**config.mk**
```make
export PLATFORM = sky130hd
export DESIGN_NAME = oe_invert_codec
export DESIGN_NICKNAME = d
export VERILOG_FILES = /design/src/rtl/oe_invert_codec.sv
export SDC_FILE = /design/constraint.sdc
export NUM_CORES = 1
export LEC_CHECK = 0
export BUFFER_PORTS_ARGS = -buffer_cell sky130_fd_sc_hd__clkbuf_2
export CELL_PAD_IN_SITES_DETAIL_PLACEMENT = 0
export CELL_PAD_IN_SITES_GLOBAL_PLACEMENT = 1
export CORE_MARGIN = 8
export CORE_UTILIZATION = 52
export CTS_CLUSTER_SIZE = 16
export DETAILED_ROUTE_END_ITERATION = 10
export GPL_TIMING_DRIVEN = 1
export PLACE_DENSITY = 0.93
export SLEW_MARGIN = 40
export SYNTH_ARGS = -nofsm -noshare
export SYNTH_HDL_FRONTEND = slang
export SYNTH_SLANG_ARGS = --single-unit
```
**constraint.sdc**
```tcl
create_clock -name clk -period 29 [get_ports clk]
set_input_delay 2.9 -clock clk [delete_from_list [all_inputs] [get_ports clk]]
set_output_delay 2.9 -clock clk [all_outputs]
set_load 0.01 [all_outputs]
```
**src/rtl/oe_invert_codec.sv**
```systemverilog
module oe_invert_codec #(
  parameter int W = 16
) (
  input  logic         clk,
  input  logic         rst,
  input  logic         in_valid,
  output logic         in_ready,
  input  logic [W-1:0] in_data,
  output logic [W-1:0] bus_data,
  output logic         bus_inv_odd,
  output logic         bus_inv_even,
  output logic         bus_valid,
  output logic         bus_hold,
  output logic         out_valid,
  output logic [W-1:0] out_data
);
  localparam int L  = W + 2;
  localparam int CW = $clog2(2 * (L - 1) + 1);

  logic [1:0]    bus_mode, pend_mode, best, mm;
  logic [W-1:0]  pend_data;
  logic [CW-1:0] best_cost, c;
  logic [L-1:0]  prev_w;
  logic          flip;

  function automatic logic [W-1:0] inv_mask(input logic [1:0] m);
    for (int i = 0; i < W; i++) inv_mask[i] = (i % 2 == 1) ? m[1] : m[0];
  endfunction

  function automatic logic [CW-1:0] couple_cost(input logic [L-1:0] a, input logic [L-1:0] b);
    logic ta, tb;
    couple_cost = '0;
    for (int i = 0; i < L - 1; i++) begin
      ta = a[i] ^ b[i];
      tb = a[i+1] ^ b[i+1];
      if (ta ^ tb) couple_cost = couple_cost + CW'(1);
      else if (ta && tb && (a[i] != a[i+1])) couple_cost = couple_cost + CW'(2);
    end
  endfunction

  assign prev_w       = {bus_mode[1], bus_data, bus_mode[0]};
  assign bus_inv_odd  = bus_mode[1];
  assign bus_inv_even = bus_mode[0];
  assign in_ready     = !bus_hold;

  always_comb begin
    best      = 2'b00;
    best_cost = couple_cost(prev_w, {1'b0, in_data, 1'b0});
    mm        = 2'b00;
    c         = best_cost;
    for (int m = 1; m < 4; m++) begin
      mm = 2'(m);
      c  = couple_cost(prev_w, {mm[1], in_data ^ inv_mask(mm), mm[0]});
      if (c < best_cost) begin
        best_cost = c;
        best      = mm;
      end
    end
  end

  assign flip = (bus_mode == 2'b01 && best == 2'b10) || (bus_mode == 2'b10 && best == 2'b01);

  always_ff @(posedge clk) begin
    if (rst) begin
      bus_data  <= '0;
      bus_mode  <= 2'b00;
      bus_valid <= 1'b0;
      bus_hold  <= 1'b0;
      pend_data <= '0;
      pend_mode <= 2'b00;
      out_valid <= 1'b0;
      out_data  <= '0;
    end else begin
      bus_valid <= 1'b0;
      bus_hold  <= 1'b0;
      if (bus_hold) begin
        bus_data  <= pend_data ^ inv_mask(pend_mode);
        bus_mode  <= pend_mode;
        bus_valid <= 1'b1;
      end else if (in_valid) begin
        bus_valid <= 1'b1;
        if (flip) begin
          bus_data  <= in_data;
          bus_mode  <= 2'b00;
          bus_hold  <= 1'b1;
          pend_data <= in_data;
          pend_mode <= best;
        end else begin
          bus_data <= in_data ^ inv_mask(best);
          bus_mode <= best;
        end
      end
      out_valid <= bus_valid && !bus_hold;
      if (bus_valid) out_data <= bus_data ^ inv_mask(bus_mode);
    end
  end

  assert_no_direct_swap_R6: assert property (@(posedge clk) disable iff (rst)
    !(($past(bus_mode) == 2'b01 && bus_mode == 2'b10) || ($past(bus_mode) == 2'b10 && bus_mode == 2'b01)));

  assert_first_phase_plain_R6: assert property (@(posedge clk) disable iff (rst)
    bus_hold |-> (bus_mode == 2'b00 && bus_valid && !in_ready));

  assert_second_phase_follows_R7: assert property (@(posedge clk) disable iff (rst)
    bus_hold |=> (bus_valid && !bus_hold));

  assert_idle_keeps_wires_R8: assert property (@(posedge clk) disable iff (rst)
    !bus_valid |-> ($stable(bus_data) && $stable(bus_mode)));

  assert_output_after_final_R9: assert property (@(posedge clk) disable iff (rst)
    out_valid |-> ($past(bus_valid) && !$past(bus_hold)));

  assert_no_output_after_first_R9: assert property (@(posedge clk) disable iff (rst)
    $past(bus_hold) |-> !out_valid);
endmodule

```
==> results.cfg <==
[status]
status = finished clean

[job]
drv_cap = 0

[timing]
hold_viol_final = 0
setup_viol = 0
max_slew_margin_pct = 44.7
fin_tns_setup_ns = 0
final.setup.worst_slack_ns = 6.41
finalClockSkew_ns = 0.00476
rsz0062_at_grt = false
slew_viol_final = 0
period_share_pct = 77.9
max_freq_mhz = 44.3
max_slew.worst_pin.slew_ns = 0.817
post-route-min-period_ns = 22.59

[yosys]
yosys.area.top_type = ha_1
ys.flop_type = dfxtp_1
synth-adder-area-share_pct = 13.1
ys_warn_count = 0
ys_seq_elements = 55
async_reset_ff_share_pct = 0
syn_avg_cell_area_um2 = 7.04
synthMuxAreaShare_pct = 4.77
synth_top_cell_area_share_pct = 13.1
yosys.area_share.xor_xnor_pct = 18.4
yosys.area_share.simple_pct = 27.7
synthTopCellsByCount = nand2_1 (317), nor2_1 (257), xnor2_1 (252), ha_1 (205), inv_1 (141)
synth_top_family_by_area = simple AND/OR/NAND/NOR gates
synth_compound_area_share_pct = 24.3
syn-num-nets = 3008
yosysMostFrequentCell = nand2_1
synth.area.top_cells = ha_1 (13%), xnor2_1 (11%), nand2_1 (6.1%)
seq_area_frac_synth_pct = 5.61
synth_cell_types = 122
syn_area_um2 = 19600
netlist_instances = 2784
synth_edf_count = 0

[clock_tree]
cts_buffer_depth = 2
clock_latency_ns = 0.29
cts-root-buf = clkbuf_16
cts_sinks = 55
cts_tree = done
htree_levels = 2
cts_resized = 0
postCtsSetupRepairBufs = 0
clkTransAtPathRegs_ns = 0.07
ctsHoldBuffers = 0
cts_inserted_buffers = 5

[cells_and_area]
fill_cells = 3613
multi_input_area_um2 = 17300
regArea_um2 = 1100
fin_util_pct = 54.1
fin_area_um2 = 20200
area_growth_pct = 3.12
drive_gt1_share_pct = 6.36
antenna_cells = 0
nets = 2941

[route]
met3_length_um = 2460
top_layer_used = met4
drc = 0
drt-met1-wl_um = 24900
drt_wl_total_um = 55200
wl_per_cell_um = 17.1
ant_nets = 0
drt_iter0_drc = 1427
routed_via_density = 6.11
first_pass_iters = 5
wl_met2_um = 26200
vias = 19700

[worst_setup_path]
worstPathMaxFanout = 20
slowest_stage = and3_2
start_kind = input pin
cp.required_ns = 29.16
reg2reg_from = bus_data[1]
r2r_end = pend_data[2]
crit_top_cell = ha_1
slowest_delay_ns = 0.66
critPathKind = in2reg
arrival_ns = 22.75
r2r_setup_slack_ns = 8.47
rr_worst_depth = 91
crit_path_end_kind = flip-flop

[global_route]
grt_max_degree = 56
grt_pass1_wl_um = 90500
antenna_found_initial = 0
grt_pass1_vias = 18600
grt_usage_pct = 23.8
globalRouteOverflowTotal = 0

[placement]
dp_hpwl_um = 44100
dpl_worst_slack_ns = 6.17
io_buffers = 56
placed_cell_area_um2 = 20000
gp_congestion = 0.920

[die]
initial_core_util_pct = 52.4
die_w_um = 210
row_count = 71
die_h_um = 210
coreArea_um2 = 37400
die_area_um2 = 44200
io_pins = 57

[worst_hold_path]
hold_path.startpoint = out_data[7]
hold-path-cell-count = 2
hold_path_class = reg2reg
hold_end = out_data[7]
## stage by stage
step	instances	hold slack (ns)
floorplan	2784	0.480
global placement	3221	0.474
detailed placement	3221	0.478
CTS	3229	0.490
global route	3229	0.512
finish	3229	0.488
## cell type report
type / count / share of cell area [%]
clock buffers: 6 / 0.687
clock inverters: 2 / 0.173
inverters: 149 / 2.77
multi-input cells: 2432 / 85.7
flip-flops and latches: 55 / 5.46
well taps: 511 / 3.16
repair buffers: 74 / 2.07
## registers in the layout, summed over array words and instances, names as in the netlist
name / count
pend_mode: 2
pend_data: 16
out_data: 16
bus_hold: 1
bus_valid: 1
out_valid: 1
bus_mode: 2
bus_data: 16
## cells in the final DEF, fill, tap and decap left out, drive strengths merged, types with 48 or more instances in the layout
master  count
nor2      259
o21ai     136
nand3      71
xnor2     257
mux2i      77
nor3       86
ha        205
xor2      114
and2       73
nand2b     48
dfxtp      55
a21oi     114
nand2     318
inv       145
clkbuf     62
## critical path, delay by kind of cell
family	cells	cell delay (ns)
AND/OR/NAND/NOR	29	6.21
multiplexers	6	1.06
XOR/XNOR	4	0.95
AO/OA/AOI/OAI	32	5.54
buffers and inverters	8	1.05
adder cells (fa/ha/maj)	16	5.03
## layer usage
metal  track usage (%)  vias up
met5                 0        -
met4              7.36        0
met3              1.86       94
met2              42.0      531
met1              30.3     9187
li1                  -     9926
## kinds of logic (layout without fill, tap and decap cells)
group                      after synthesis  after routing
AOI/OAI and AO/OA                      661            661
xor gates and xnor gates               383            383
adders and majority gates              205            205
buffers and inverters                  297            231
DFF                                     55             55
muxes                                   89             89
and+or+nand+nor                       1094           1094
## how the worst max path moves through the flow
stage | from | to | slack [ns] | cells past startpoint
global route | in_data[1] | pend_data[6] | 4.83 | 92
global placement | in_data[1] | pend_data[0] | 6.18 | 92
detailed placement | in_data[0] | pend_data[2] | 6.17 | 95
floorplan | in_data[0] | bus_data[0] | 9.00 | 94
finish | in_data[0] | pend_data[2] | 6.41 | 95
CTS | in_data[1] | pend_data[2] | 6.34 | 92
Power is not shown: default switching activity piles up to over one toggle a cycle in this logic, so the estimate is an artifact.
